### src/rtl/ret_pkg.sv
package ret_pkg;
  typedef enum logic [1:0] {
    OP_NONE   = 2'd0,
    OP_LITRET = 2'd1,
    OP_INTRET = 2'd2
  } ret_op_e;

  localparam logic [7:0]  LITRET_HI = 8'h0C;
  localparam logic [14:0] INTRET_HI = 15'h0008;

  function automatic ret_op_e classify(input logic [15:0] iw);
    if (iw[15:8] == LITRET_HI)      return OP_LITRET;
    else if (iw[15:1] == INTRET_HI) return OP_INTRET;
    else                            return OP_NONE;
  endfunction
endpackage

### src/rtl/ret_decode.sv
module ret_decode
  import ret_pkg::*;
(
  input  logic [15:0] iw,
  output ret_op_e     op,
  output logic        fast,
  output logic [7:0]  lit
);
  always_comb begin
    op   = classify(iw);
    fast = iw[0];
    lit  = iw[7:0];
  end
endmodule

### src/rtl/ret_seq.sv
module ret_seq #(
  parameter int PHASES = 4,
  parameter int CYCLES = 2
) (
  input  logic clk,
  input  logic rst_n,
  input  logic in_valid,
  input  logic is_ret,
  output logic in_ready,
  output logic accept,
  output logic commit
);
  localparam int TOTAL = PHASES * CYCLES;
  localparam int PH_W  = $clog2(TOTAL);
  localparam logic [PH_W-1:0] COMMIT_PH = PH_W'(PHASES - 1);
  localparam logic [PH_W-1:0] LAST_PH   = PH_W'(TOTAL - 1);

  logic            busy;
  logic [PH_W-1:0] ph;

  always_comb begin
    in_ready = !busy;
    accept   = in_valid && in_ready;
    commit   = busy && (ph == COMMIT_PH);
  end

  always_ff @(posedge clk) begin
    if (!rst_n) begin
      busy <= 1'b0;
      ph   <= '0;
    end else if (!busy) begin
      if (accept && is_ret) begin
        busy <= 1'b1;
        ph   <= PH_W'(1);
      end
    end else if (ph == LAST_PH) begin
      busy <= 1'b0;
      ph   <= '0;
    end else begin
      ph <= ph + PH_W'(1);
    end
  end

  p_ready_drops_r5: assert property (@(posedge clk) disable iff (!rst_n)
    (accept && is_ret) |=> !in_ready);
  p_no_accept_busy_r5: assert property (@(posedge clk) disable iff (!rst_n)
    busy |-> !accept);
  p_commit_once_r5: assert property (@(posedge clk) disable iff (!rst_n)
    commit |=> !commit);
endmodule

### src/rtl/ret_stack.sv
module ret_stack #(
  parameter int DEPTH = 31,
  parameter int AW    = 21
) (
  input  logic          clk,
  input  logic          rst_n,
  input  logic          push,
  input  logic [AW-1:0] push_addr,
  input  logic          pop,
  output logic [AW-1:0] pop_addr,
  output logic          empty
);
  localparam int PTR_W = $clog2(DEPTH + 1);
  localparam int IDX_W = $clog2(DEPTH);
  localparam logic [PTR_W-1:0] FULL = PTR_W'(DEPTH);

  logic [AW-1:0]    mem [DEPTH];
  logic [PTR_W-1:0] ptr, ptr_mid, ptr_nxt, top_idx;
  logic             do_pop, do_push;

  always_comb begin
    empty    = (ptr == '0);
    top_idx  = ptr - PTR_W'(1);
    pop_addr = empty ? '0 : mem[top_idx[IDX_W-1:0]];
    do_pop   = pop && !empty;
    ptr_mid  = do_pop ? top_idx : ptr;
    do_push  = push && (ptr_mid != FULL);
    ptr_nxt  = do_push ? ptr_mid + PTR_W'(1) : ptr_mid;
  end

  always_ff @(posedge clk) begin
    if (!rst_n) ptr <= '0;
    else        ptr <= ptr_nxt;
  end

  always_ff @(posedge clk) begin
    if (do_push) mem[ptr_mid[IDX_W-1:0]] <= push_addr;
  end

  p_ptr_bound_r7: assert property (@(posedge clk) disable iff (!rst_n)
    ptr <= FULL);
  p_full_drop_r7: assert property (@(posedge clk) disable iff (!rst_n)
    (push && !pop && ptr == FULL) |=> (ptr == FULL));
  p_empty_pop_r8: assert property (@(posedge clk) disable iff (!rst_n)
    (pop && !push && empty) |=> empty);
  p_swap_depth_r9: assert property (@(posedge clk) disable iff (!rst_n)
    (pop && push && !empty) |=> $stable(ptr));
endmodule

### src/rtl/ret_unit.sv
module ret_unit
  import ret_pkg::*;
#(
  parameter int PC_W   = 21,
  parameter int DATA_W = 8,
  parameter int STS_W  = 5,
  parameter int BSR_W  = 4,
  parameter int DEPTH  = 31
) (
  input  logic              clk,
  input  logic              rst_n,
  input  logic              in_valid,
  output logic              in_ready,
  input  logic [15:0]       in_word,
  input  logic [DATA_W-1:0] shadow_w,
  input  logic [STS_W-1:0]  shadow_status,
  input  logic [BSR_W-1:0]  shadow_bsr,
  input  logic              prio_mode,
  input  logic              hi_active,
  input  logic              push_en,
  input  logic [PC_W-1:0]   push_addr,
  output logic [PC_W-1:0]   pc,
  output logic              pc_load,
  output logic [DATA_W-1:0] w,
  output logic [STS_W-1:0]  status,
  output logic [BSR_W-1:0]  bsr,
  output logic              ie_set_hi,
  output logic              ie_set_lo,
  output logic              underflow
);
  ret_op_e           dec_op, op_q;
  logic              dec_fast, fast_q, lvl_hi_q;
  logic [7:0]        dec_lit, lit_q;
  logic [DATA_W-1:0] ws_q;
  logic [STS_W-1:0]  ss_q;
  logic [BSR_W-1:0]  bs_q;
  logic              accept, commit, stk_empty;
  logic [PC_W-1:0]   pop_addr;

  ret_decode u_dec (
    .iw   (in_word),
    .op   (dec_op),
    .fast (dec_fast),
    .lit  (dec_lit)
  );

  ret_seq u_seq (
    .clk      (clk),
    .rst_n    (rst_n),
    .in_valid (in_valid),
    .is_ret   (dec_op != OP_NONE),
    .in_ready (in_ready),
    .accept   (accept),
    .commit   (commit)
  );

  ret_stack #(.DEPTH(DEPTH), .AW(PC_W)) u_stk (
    .clk       (clk),
    .rst_n     (rst_n),
    .push      (push_en),
    .push_addr (push_addr),
    .pop       (commit),
    .pop_addr  (pop_addr),
    .empty     (stk_empty)
  );

  always_ff @(posedge clk) begin
    if (!rst_n) begin
      op_q     <= OP_NONE;
      fast_q   <= 1'b0;
      lit_q    <= '0;
      ws_q     <= '0;
      ss_q     <= '0;
      bs_q     <= '0;
      lvl_hi_q <= 1'b1;
    end else if (accept && dec_op != OP_NONE) begin
      op_q     <= dec_op;
      fast_q   <= dec_fast;
      lit_q    <= dec_lit;
      ws_q     <= shadow_w;
      ss_q     <= shadow_status;
      bs_q     <= shadow_bsr;
      lvl_hi_q <= !prio_mode || hi_active;
    end
  end

  always_ff @(posedge clk) begin
    if (!rst_n) begin
      pc        <= '0;
      pc_load   <= 1'b0;
      w         <= '0;
      status    <= '0;
      bsr       <= '0;
      ie_set_hi <= 1'b0;
      ie_set_lo <= 1'b0;
      underflow <= 1'b0;
    end else begin
      pc_load   <= commit;
      ie_set_hi <= commit && (op_q == OP_INTRET) && lvl_hi_q;
      ie_set_lo <= commit && (op_q == OP_INTRET) && !lvl_hi_q;
      if (commit) begin
        pc <= pop_addr;
        if (stk_empty) underflow <= 1'b1;
        if (op_q == OP_LITRET) begin
          w <= DATA_W'(lit_q);
        end else if (fast_q) begin
          w      <= ws_q;
          status <= ss_q;
          bsr    <= bs_q;
        end
      end
    end
  end

  p_one_strobe_r4: assert property (@(posedge clk) disable iff (!rst_n)
    $onehot0({ie_set_hi, ie_set_lo}));
  p_strobe_at_load_r4: assert property (@(posedge clk) disable iff (!rst_n)
    (ie_set_hi || ie_set_lo) |-> pc_load);
  p_w_quiet_r6: assert property (@(posedge clk) disable iff (!rst_n)
    !pc_load |-> ($stable(w) && $stable(pc) && $stable(status) && $stable(bsr)));
  p_litret_status_r2: assert property (@(posedge clk) disable iff (!rst_n)
    (pc_load && !ie_set_hi && !ie_set_lo) |-> ($stable(status) && $stable(bsr)));
  p_sticky_uf_r8: assert property (@(posedge clk) disable iff (!rst_n)
    underflow |=> underflow);
endmodule

### config.mk
export PLATFORM = sky130hd
export DESIGN_NAME = ret_unit
export DESIGN_NICKNAME = d
export VERILOG_FILES = /design/src/rtl/ret_pkg.sv /design/src/rtl/ret_decode.sv /design/src/rtl/ret_seq.sv /design/src/rtl/ret_stack.sv /design/src/rtl/ret_unit.sv
export SDC_FILE = /design/constraint.sdc
export NUM_CORES = 1
export LEC_CHECK = 0
export ABC_AREA = 1
export BUFFER_PORTS_ARGS = -buffer_cell sky130_fd_sc_hd__buf_2
export CORE_ASPECT_RATIO = 1.25
export CORE_UTILIZATION = 34
export CTS_CLUSTER_SIZE = 40
export DETAILED_ROUTE_END_ITERATION = 12
export REMOVE_ABC_BUFFERS = 1
export SYNTH_ARGS = -nofsm -noshare
export SYNTH_HDL_FRONTEND = slang
export SYNTH_SLANG_ARGS = --single-unit
### constraint.sdc
create_clock -name clk -period 4.2 [get_ports clk]
set_input_delay 0.42 -clock clk [delete_from_list [all_inputs] [get_ports clk]]
set_output_delay 0.42 -clock clk [all_outputs]
set_load 0.1 [all_outputs]
=== After elaboration in Yosys (flattened, before gate mapping) ===
Memories as Yosys holds them, arrays and structs flattened.
Index checks and enable logic that the tools add are counted.

* Reduce and logical (&&, ||, !) cells: 20
* Bitwise gates (word level): 1
* Equality and inequality tests: 7
* $add $sub $neg: 3
* Mux-type cells: 15

{| class="wikitable"
|+ Operator list
! cell !! count
|-
| 21-bit 2-to-1 mux || 1
|-
| 8-bit 2-to-1 mux || 2
|-
| 15-bit by 4-bit equality test with 1-bit output (second input constant) || 1
|-
| 5-bit 2-to-1 mux || 2
|-
| 3-bit 2-to-1 mux || 3
|-
| 8-bit by 4-bit equality test with 1-bit output (second input constant) || 1
|-
| 1-bit logical AND || 8
|-
| 2-bit nonzero test || 3
|-
| 5-bit by 1-bit adder with 5-bit output (second input constant) || 1
|-
| 5-bit zero test || 1
|-
| 1-bit 2-to-1 mux || 5
|-
| 5-bit != test (second input constant) || 1
|-
| 5-bit by 1-bit subtractor with 5-bit output (second input constant) || 1
|-
| 1-bit zero test || 4
|-
| 2-bit 2-to-1 mux || 2
|-
| 2-bit AND reduction || 2
|-
| 3-bit by 1-bit adder with 3-bit output (second input constant) || 1
|-
| 3-bit by 2-bit equality test with 1-bit output (second input constant) || 1
|-
| 3-bit equality test (second input constant) || 1
|-
| 3-bit AND reduction || 1
|-
| 2-bit by 1-bit equality test with 1-bit output (second input constant) || 1
|-
| 2-bit equality test (second input constant) || 1
|-
| 1-bit logical OR || 1
|-
| 1-bit NOT || 1
|}

* Input port bits: 60
* Output and inout bits: 43
* Memory bits (writable): 651
* Logic and storage cells: 65
* Memories: 1
* Register bits after elaboration: 80

{| class="wikitable"
|+ Memories
! memory !! depth !! bits a word !! read ports !! clocked after memory_dff !! write ports !! line !! text
|-
| u_stk.mem || 31 || 21 || 1 || 0 || 1 || ret_stack.sv:17 || <nowiki>logic [AW-1:0] mem [DEPTH];</nowiki>
|}

=== Depth between registers and ports, before layout ===
Gate-level depths: netlist of the first run.

* Depth in word-level cells: 8
* Depth in mapped cells: 17

=== Modules after synthesis ===
A second synthesis of the first run with hierarchy kept.

* Cell total of the unflattened synthesis: 2532
* Area, all modules: 29529.6 µm²

{| class="wikitable"
|+ Modules (own cells, without submodules)
! module !! cells each !! area an instance (µm²) !! instances
|-
| ret_stack || 2108 || 26427.8 || 1
|-
| ret_unit || 358 || 2711.4 || 1
|-
| ret_seq || 30 || 217.7 || 1
|-
| ret_decode || 36 || 172.7 || 1
|}

=== Worst setup path after synthesis of the first run ===
Ideal clock, no wire load.

* Path kind: flip-flop to flip-flop
* Start: register u_stk.ptr[0]
* End: memory u_stk.mem[23][0] (enable)
* Stages on the path, launching flop included: 14
* Setup slack: 0.240 ns
* Arrival: 3.534 ns
* Period minus slack after synthesis: 3.960 ns
* Buffers on the path: 5
* Cell sequence: dfxtp_1 inv_2 buf_6 buf_4 buf_2 ha_1 buf_2 inv_2 buf_2 o21ai_1 inv_1 ha_1 nand3_1 nor3_1

* Longest elaborated chain between the ends: 8
* Elaborated cells between the ends (all ways): 9
* Classes of those cells: add/sub (1); eq/ne (1); mux (3); reduce/logical (4)

{| class="wikitable"
|+ RTL lines
! what !! line !! text
|-
| from (decl) || ret_stack.sv:18 || <nowiki>logic [PTR_W-1:0] ptr, ptr_mid, ptr_nxt, top_idx;</nowiki>
|-
| from (signal assigned) || ret_stack.sv:33 || <nowiki>else ptr <= ptr_nxt;</nowiki>
|-
| branches (longest 3 deep; another with 5-bit by 1-bit subtractor with 5-bit output) || - ||
|-
| 5-bit 2-to-1 mux * || ret_stack.sv:26 || <nowiki>ptr_mid = do_pop ? top_idx : ptr;</nowiki>
|-
| 5-bit != test || ret_stack.sv:27 || <nowiki>do_push = push && (ptr_mid != FULL);</nowiki>
|-
| 1-bit logical AND || ret_stack.sv:27 ||
|-
| 1-bit 2-to-1 mux || ret_stack.sv:37 || <nowiki>if (do_push) mem[ptr_mid[IDX_W-1:0]] <= push_addr;</nowiki>
|-
| 1-bit 2-to-1 mux (not written as such) || ret_stack.sv:37 ||
|-
| to (decl) || ret_stack.sv:17 ||
|}

Mark *: on every way between the ends.

=== Worst setup path after layout of the first run ===
* Start: register u_seq.ph[0]
* End: memory u_stk.mem[21][15] (enable)

* Longest elaborated chain between the ends: 8

{| class="wikitable"
|+ RTL lines
! what !! line !! text
|-
| from (decl) || ret_seq.sv:19 || <nowiki>logic [PH_W-1:0] ph;</nowiki>
|-
| from (signal assigned) || ret_seq.sv:40 || <nowiki>ph <= ph + PH_W'(1);</nowiki>
|-
| 3-bit by 2-bit equality test with 1-bit output * || ret_seq.sv:24 || <nowiki>commit = busy && (ph == COMMIT_PH);</nowiki>
|-
| 1-bit logical AND * || ret_seq.sv:24 ||
|-
| 1-bit logical AND * || ret_stack.sv:25 || <nowiki>do_pop = pop && !empty;</nowiki>
|-
| 5-bit 2-to-1 mux * || ret_stack.sv:26 ||
|-
| 5-bit != test || ret_stack.sv:27 ||
|-
| 1-bit logical AND || ret_stack.sv:27 ||
|-
| 1-bit 2-to-1 mux || ret_stack.sv:37 ||
|-
| 1-bit 2-to-1 mux (not written as such) || ret_stack.sv:37 ||
|}

Mark *: on every way between the ends. The rest lies on a longest branch, timed or not.

==> impl_metrics.toml, run 1 <==
[logic_synthesis]
synthAdderAreaFrac_pct = 0.340
syn_inst = 2572
synth_top_area_cell = "edfxtp_1"
synth.distinct_cells = 31
syn_avg_cell_area_um2 = 11.4
synthTopCellsByArea = "edfxtp_1, nand3_1, nand2_1, dfxtp_1, buf_2"
synth_compound_area_share_pct = 1.59
synth_top_area_share_pct = 66.5
synth_xor_area_share_pct = 0
synth_top_family_by_area = "simple AND/OR/NAND/NOR gates"
syn_area_um2 = 29400
ys_ff_latch = 730
synthMuxAreaShare_pct = 0
synth-simple-area-share_pct = 22.9
yosysSeqAreaShare_pct = 71.8
ys_warn_count = 0

[setup_path]
cp-end-kind = "register"
critPathLaunchType = "register"
path_max_fanout = 13
critPathLaunch = "u_seq.ph[0]"
critPathSlowestCell = "nor2_4"
criticalPathCategory = "register to register"
r2r-end = "u_stk.mem[21][15]"
cp_cell_sequence = "ha_1 > ha_1 > nand2_2 > inv_2 > nand2_2 > o21ai_1 > inv_1 > ha_1 > nand4_2 > nand2_2 > inv_4 > nand2_4 > nor2_4 > buf_4"
cp-endpoint = "u_stk.mem[21][15]"
cp.arrival_ns = 3.70
rr_worst_depth = 14
rrSetupSlack_ns = 0.84
r2r_start = "u_seq.ph[0]"
crit_required_ns = 4.54
crit_path_max_incr_delay_ns = 0.56

[cells_and_area]
layout-drive-gt1-share_pct = 13.1
syn2layout_area_growth_pct = 15.0
layout_common_cells = "nand2_1, edfxtp_1, nand3_1, buf_2, dfxtp_1"
nets = 2716
postLayoutCoreUtil_pct = 39.5
final_cells = 3864
final_common_cell = "nand2_1"
antenna_cells = 0

[floorplan]
rows = 120
die_area_um2 = 87700
die_w_um = 265
die_y_um = 331
coreArea_um2 = 85700
initial_utilization_pct = 34.3
boundaryPins = 103

[status]
status = "finished clean"

[timing]
clock_skew_ns = 0.0282
report.final.hold_viol_count = 0
slew_violations = 0
worst_slack_ns = 0.842
post-route-period-util_pct = 79.9
min_period_ns = 3.36
slew_headroom_pct = 27.6
setup-violations-final = 0
max_freq_mhz = 298
rsz0062_at_grt = "no"
tightest_slew_ns = 1.09

[placement]
placed_cells = 3735
dp_slack_ns = 0.856
place.gp.congestion = 0.812
numPortBuffers = 102
dp_hpwl_um = 44300

[clock_network]
postCtsSetupRepairBufs = 0
htreeDepth = 3
cts_tree = "yes"
ctsHoldBuffers = 0
cts_sinks = 730
clk-insertion-delay-late_ns = 0.64
cts_buffer_depth = 3
cts-buffers-inserted = 70
clk_pin_slew_ns = 0.06
cts_resized = 0
cts_root_buffer = "clkbuf_16"

[drt]
wl_per_cell_um = 20.7
routed_wl_um = 80000
drtPass1Iterations = 5
drtAntennaViolNets = 0
via_per_inst = 5.02
vias = 19413
drcViolationCount = 0
dr.first_iter.drc_count = 1894

[global_route]
antenna_found_initial = 0
grt-ovfl-total = 0
grt_pass1_vias = 18841
grt_max_degree = 199
grt_pass1_wl_um = 119000
grtUsageTotal_pct = 18.1

[power]
peakVddDrop_mv = 0.315
leakage_nw = 12.0
powerDensity_nw_per_um2 = 471

[job]
cap_viol_max_count = 0

[min_path]
worst_hold_path_type = "input pin to register"
==> logic make-up after synthesis <==
kind of cell | Yosys count
buffers and inverters | 193
adder cells (fa/ha/maj) | 8
flip-flops | 730
AO/OA/AOI/OAI | 90
AND/OR/NAND/NOR | 1551
==> routing by layer <==
metal | vias up | GRT usage (%) | wire length (um) | part of all wire (%)
met5 | - | 0 | 0 | 0
li1 | 9192 | - | - | -
met3 | 129 | 2.65 | 4550 | 5.7
met4 | 0 | 6.53 | 2320 | 2.9
met2 | 613 | 31.2 | 40100 | 50
met1 | 9479 | 23.3 | 33000 | 41
==> state kept, by name, indices dropped and copies added (netlist names), 4 cells and up <==
register / cells
u_stk.mem: 651
pc: 21
lit_q: 8
w: 8
ws_q: 8
ss_q: 5
status: 5
u_stk.ptr: 5
bs_q: 4
bsr: 4
==> synth_stat cells <==
cell type and n:
o21ai_2 1, inv_4 1, dfxtp_1 79, a21oi_1 55, clkinv_1 1, nor2_2 3
ha_1 8, inv_2 11, buf_2 100, buf_1 5, nor3b_1 1, nand3b_1 2
nor2_1 70, buf_6 4, edfxtp_1 651, nand3_1 622, o21ai_1 4, a31oi_1 8
clkbuf_1 26, nor3_1 5, nand2_4 4, or2_2 23, nand4_2 1, nand3_2 1
nand4_1 2, buf_4 22, inv_1 23, nand2_1 811, a211oi_1 1, nand2_2 6
o21ai_0 21
==> worst max-delay path, delay by kind of cell (launching register included) <==
kind | cells | cell delay (ns)
flip-flops | 1 | 0.36
adder cells (fa/ha/maj) | 3 | 0.62
AO/OA/AOI/OAI | 1 | 0.29
buffers and inverters | 4 | 0.67
AND/OR/NAND/NOR | 6 | 1.14
==> worst min path at each step <==
stage | start | end | slack (ns) | cells past startpoint
CTS | hi_active | lvl_hi_q | 0.04 | 3
detailed placement | lvl_hi_q | ie_set_lo | 0.44 | 1
finish | hi_active | lvl_hi_q | 0.07 | 3
floorplan | lvl_hi_q | ie_set_lo | 0.41 | 1
global placement | lvl_hi_q | ie_set_lo | 0.43 | 1
global route | shadow_w[6] | ws_q[6] | 0.07 | 3
==> layout make-up <==
type                    count  area [um^2]
flip-flops and latches    730        21100
inverters                  36          151
fillers                  8141        51900
clock buffers              85         1880
clock inverters            44          445
multi-input cells        1649         7560
repair buffers            161         1220
well taps                1159         1450
==> stage by stage <==
stage	cell area, um^2	setup TNS, ns	hold WS [ns]	total power, mW
2_1_floorplan	28600	-9847.48	0.414	9.09
3_3_place_gp	31500	0	0.427	9.67
3_5_place_dp	31500	0	0.438	9.67
4_1_cts	33800	0	0.0433	16.0
5_1_grt	33800	0	0.0675	16.5
6_report	33800	0	0.0667	15.9
==> report_power, final <==
group	internal, mW	switching [mW]
clock	3.62	2.80
sequential	7.94	0.00950
combinational	0.420	1.14
No activity file was read; power rests on OpenSTA's default activity.
==> run 2: changes to the inputs <==
- clock period: 4.2 -> 3 ns (I/O delays scaled with it)
==> impl_metrics.toml, run 2 (synthesized netlist as in run 1, its figures left out) <==
[clock_network]
cts-buffers-inserted = 70
cts_tree = "yes"
clk_pin_slew_ns = 0.07
cts_resized = 0
cts_buffer_depth = 3
htreeDepth = 3
cts_root_buffer = "clkbuf_16"
clk-insertion-delay-late_ns = 0.62
cts_sinks = 730
ctsHoldBuffers = 25
postCtsSetupRepairBufs = 0

[drt]
vias = 19692
drtPass1Iterations = 5
wl_per_cell_um = 20.1
routed_wl_um = 78600
drtAntennaViolNets = 0
drcViolationCount = 0
dr.first_iter.drc_count = 1776
via_per_inst = 5.04

[timing]
slew_violations = 0
worst_slack_ns = 0.170
clock_skew_ns = 0.0318
max_freq_mhz = 353
report.final.hold_viol_count = 0
setup-violations-final = 0
fin_tns_setup_ns = 0
post-route-period-util_pct = 94.3
min_period_ns = 2.83
holdWs_ns = 0.0311
slew_headroom_pct = 24.5
tightest_slew_ns = 1.13
rsz0062_at_grt = "no"

[placement]
dp_slack_ns = 0.185
place.gp.congestion = 0.842
dp_hpwl_um = 45600
numPortBuffers = 102

[global_route]
grt_pass1_vias = 19007
grt_pass1_wl_um = 117000
antenna_found_initial = 2
grtUsageTotal_pct = 17.7
grt_max_degree = 190
grt-ovfl-total = 0

[power]
leakage_nw = 12.1
power_mw = 21.8
powerDensity_nw_per_um2 = 641
peakVddDrop_mv = 0.402

[setup_path]
critPathLaunchType = "register"
cp.arrival_ns = 3.11
cp-end-kind = "register"
crit_required_ns = 3.28
criticalPathCategory = "register to register"
path_max_fanout = 15

[floorplan]
die_area_um2 = 87700
die_w_um = 265
coreArea_um2 = 85700
rows = 120
initial_utilization_pct = 34.3
die_y_um = 331
boundaryPins = 103

[status]
status = "finished clean"

[cells_and_area]
layout_common_cells = "nand2_1, edfxtp_1, nand3_1, buf_2, dfxtp_1"
nets = 2763
layout-drive-gt1-share_pct = 13.5
largest_reg_flops = 651
final_common_cell = "nand2_1"
syn2layout_area_growth_pct = 15.6

[job]
cap_viol_max_count = 0

[min_path]
worst_hold_path_type = "input pin to register"
-- run 2: cell count changes in the layout (fill, tap and decap cells not counted), sizes merged --
| cell | before | now |
|---|---|---|
| clkinv | 32 | 30 |
| clkbuf | 85 | 93 |
| buf | 161 | 183 |
| diode | 0 | 2 |
| bufinv | 6 | 2 |
| dlygate4sd3 | 0 | 25 |
| inv | 41 | 37 |
-- run 2: worst max-delay path, cell delays in order (launching register included) --
cell     delay [ns]
dfxtp_1        0.35
ha_1           0.18
ha_1           0.16
nand2_2        0.06
inv_2          0.14
nand2_2        0.12
o21ai_1        0.18
inv_1          0.10
ha_1           0.24
nand4_2        0.13
nand2_2        0.10
inv_4          0.12
nand2_4        0.17
nor2_4         0.14
buf_4          0.32
-- run 2: cell type report --
| class | instances | area [um^2] |
|---|---|---|
| well taps | 1159 | 1450 |
| inverters | 36 | 151 |
| repair buffers | 208 | 1540 |
| clock buffers | 93 | 1910 |
| multi-input cells | 1649 | 7560 |
| fillers | 8115 | 51700 |
| clock inverters | 34 | 258 |
| flip-flops and latches | 730 | 21100 |
| diodes | 2 | 5.00 |
-- run 2: worst paths after layout --
check | endpoint | slack, ns | start | cells after the start
worst max-delay path | u_stk.mem[20][1] | 0.17 | u_seq.ph[0] | 14
worst min-delay path | lit_q[0] | 0.03 | in_word[0] | 3
worst max register to register | u_stk.mem[20][1] | 0.17 | u_seq.ph[0] | 14
worst min register to register | ie_set_lo | 0.44 | lvl_hi_q | 1
-- run 2: power breakdown --
group / total, mW / switching, mW / leakage [nW] / internal [mW]
clock: 8.44 / 3.75 / 1.07 / 4.68
combinational: 2.24 / 1.62 / 4.51 / 0.621
sequential: 11.1 / 0.0154 / 6.50 / 11.1
total: 21.8 / 5.39 / 12.1 / 16.4
-- run 2: metrics by stage --
| stage | utilization (%) | instance area, um^2 | instances |
|---|---|---|---|
| CTS | 39.7 | 34000 | 3909 |
| finish | 39.7 | 34000 | 3911 |
| floorplan | - | 28600 | 2415 |
| global placement | 36.8 | 31600 | 3757 |
| global route | 39.7 | 34000 | 3910 |
| detailed placement | 36.8 | 31600 | 3757 |
-- run 2: layer usage --
layer,wire [um],vias to the layer above,part of all wire (%),GRT usage [%]
li1,-,9275,-,-
met1,32200,9653,41,22.5
met2,38700,605,49,29.9
met3,4510,157,5.7,2.80
met4,3100,2,3.9,7.88
met5,11,-,0.014,0
==> run 3: changes to the inputs <==
- ABC_AREA: 1 -> unset
==> impl_metrics.toml, run 3 <==
[status]
status = "finished clean"

[cells_and_area]
nFillCells = 7481
final_common_cell = "edfxtp_1"
postLayoutCoreUtil_pct = 40.9
final_cells = 3120
syn2layout_area_growth_pct = 19.3
layout_common_cells = "edfxtp_1, nand2_1, mux4_2, buf_2, nor2_1"
nets = 2045
layout-drive-gt1-share_pct = 23.3
largest_reg_flops = 651

[setup_path]
rrSetupSlack_ns = 0.05
criticalPathCategory = "register to register"
path_max_fanout = 12
critPathLaunchType = "register"
crit_required_ns = 3.31
r2r_start = "u_stk.ptr[0]"
rr_worst_depth = 10
critPathLaunch = "u_stk.ptr[0]"
r2r-end = "u_stk.mem[27][12]"
cp.arrival_ns = 3.26
cp-end-kind = "register"

[drt]
drtPass1Iterations = 5
vias = 16312
dr.first_iter.drc_count = 1609
wl_per_cell_um = 23.6
via_per_inst = 5.23
routed_wl_um = 73800
drcViolationCount = 0
drtAntennaViolNets = 0

[timing]
post-route-period-util_pct = 98.3
max_freq_mhz = 339
tightest_slew_ns = 0.868
slew_violations = 0
min_period_ns = 2.95
report.final.hold_viol_count = 0
setup-violations-final = 0
worst_slack_ns = 0.0506
holdWs_ns = 0.0694
slew_headroom_pct = 41.9
clock_skew_ns = 0.0264

[floorplan]
initial_utilization_pct = 34.3
die_area_um2 = 86200
coreArea_um2 = 84300
rows = 119
boundaryPins = 103
die_y_um = 328
die_w_um = 263

[power]
powerDensity_nw_per_um2 = 652
power_mw = 22.5
peakVddDrop_mv = 0.410
leakage_nw = 11.6

[placement]
placed_cells = 2958
place.gp.congestion = 0.888
dp_hpwl_um = 46600
dp_slack_ns = -0.0437
numPortBuffers = 102

[logic_synthesis]
synth_top_area_share_pct = 67.7
yosysSeqAreaShare_pct = 73.1
synth_top_area_cell = "edfxtp_1"
synth_xor_area_share_pct = 0.208
synth.distinct_cells = 56
async_flop_share_pct = 0
synthFlopType = "edfxtp_1"
yosysMostFrequentCell = "edfxtp_1"
ys_ff_latch = 730
synth_top_family_by_area = "multiplexers"
syn_avg_cell_area_um2 = 16.3
synth-simple-area-share_pct = 6.89
syn_inst = 1769
synth-edff-count = 651
synthAdderAreaFrac_pct = 0.346
synthMuxAreaShare_pct = 11.2
syn_area_um2 = 28900
synthTopCellsByCount = "edfxtp_1, nand2_1, mux4_2"
synthTopCellsByArea = "edfxtp_1, mux4_2, dfxtp_1, mux2i_1, nand2_1"
synth_compound_area_share_pct = 5.85
ys_warn_count = 0

[clock_network]
clk_pin_slew_ns = 0.06
cts_buffer_depth = 3
clk-insertion-delay-late_ns = 0.63
htreeDepth = 3
cts_root_buffer = "clkbuf_16"
cts-buffers-inserted = 74
cts_sinks = 730
cts_tree = "yes"

[global_route]
grt_max_degree = 102
grtUsageTotal_pct = 17.1
antenna_found_initial = 0
grt-ovfl-total = 0
grt_pass1_vias = 16629
grt_pass1_wl_um = 109000

[min_path]
holdPathStages = 3
min_to = "lvl_hi_q"
worst_hold_path_type = "input pin to register"
hp-start = "hi_active"

[job]
cap_viol_max_count = 0
[run 3: cell count changes in the layout (fill, tap and decap cells not counted), sizes merged, moves of 23 or more]
| cell | before | now |
|---|---|---|
| nor2 | 73 | 104 |
| a21boi | 0 | 42 |
| nor4 | 0 | 23 |
| nand2 | 821 | 200 |
| mux4 | 0 | 105 |
| buf | 183 | 210 |
| a211oi | 1 | 50 |
| mux2i | 0 | 86 |
| a32oi | 0 | 23 |
| a21oi | 55 | 6 |
| or2 | 23 | 0 |
| nand3 | 623 | 65 |
[run 3: through the flow]
step / instance area (um^2) / setup TNS [ns]
6_report: 34500 / 0
2_1_floorplan: 28400 / -5676.88
3_3_place_gp: 31600 / -0.927
3_5_place_dp: 31600 / -0.741
5_1_grt: 34500 / -0.693
4_1_cts: 34400 / 0
[run 3: final cells by class]
type / count / area, um^2 / share of cell area (%)
Clock inverter: 27 / 304 / 0.882
Antenna cell: 1 / 2.50 / 0.00726
Inverter: 51 / 194 / 0.563
Sequential cell: 730 / 21100 / 61.3
Multi-Input combinational cell: 883 / 7250 / 21.0
Timing Repair Buffer: 237 / 2110 / 6.13
Clock buffer: 102 / 2110 / 6.13
Tap cell: 1089 / 1360 / 3.95
[run 3: how the worst max path moves through the flow]
stage                              endpoint  slack (ns)
after floorplan            u_stk.mem[26][0]       -9.16
after CTS                 u_stk.mem[28][12]        0.03
after global routing       u_stk.mem[7][12]       -0.03
after global placement     u_stk.mem[26][7]       -0.05
after detailed placement   u_stk.mem[26][8]       -0.04
final                     u_stk.mem[27][12]        0.05
[run 3: layer usage]
metal	vias to the layer above	global-route usage, %	part of all wire (%)
met3	107	2.95	5.4
met1	8315	21.6	41
li1	7306	-	-
met2	584	29.8	51
met5	-	0	0
met4	0	5.86	2.7
[run 3: critical path, stage by stage, from the launching register on]
cell and delay, ns:
dfxtp_4 0.39, inv_4 0.05, ha_4 0.15, buf_4 0.19, nor4b_2 0.18, buf_4 0.15
nor3b_2 0.24, xnor2_1 0.24, or3_1 0.53, nor2_2 0.26, buf_4 0.26
[run 3: logic make-up (layout without fill, tap and decap cells)]
family,after synthesis,in the layout
DFF,730,730
muxes,192,192
other,0,1
AOI/OAI and AO/OA,231,231
and+or+nand+nor,446,446
xor gates and xnor gates,6,6
buffers and inverters,156,417
adders and majority gates,8,8
[run 3: power breakdown]
group | total (mW) | leakage [nW] | switching [mW] | internal, mW
registers | 11.1 | 6.50 | 0.0152 | 11.1
logic | 2.21 | 3.96 | 1.37 | 0.836
clock network | 9.14 | 1.18 | 3.91 | 5.23
[run 3: repair_timing]
item	CTS	global route
pin swaps	6	4
cloned	2	0
resized for setup	28	11
endpoints found under the hold margin	26	0
buffers inserted	3	1
hold buffers	26	0
endpoints found under the setup margin	65	333
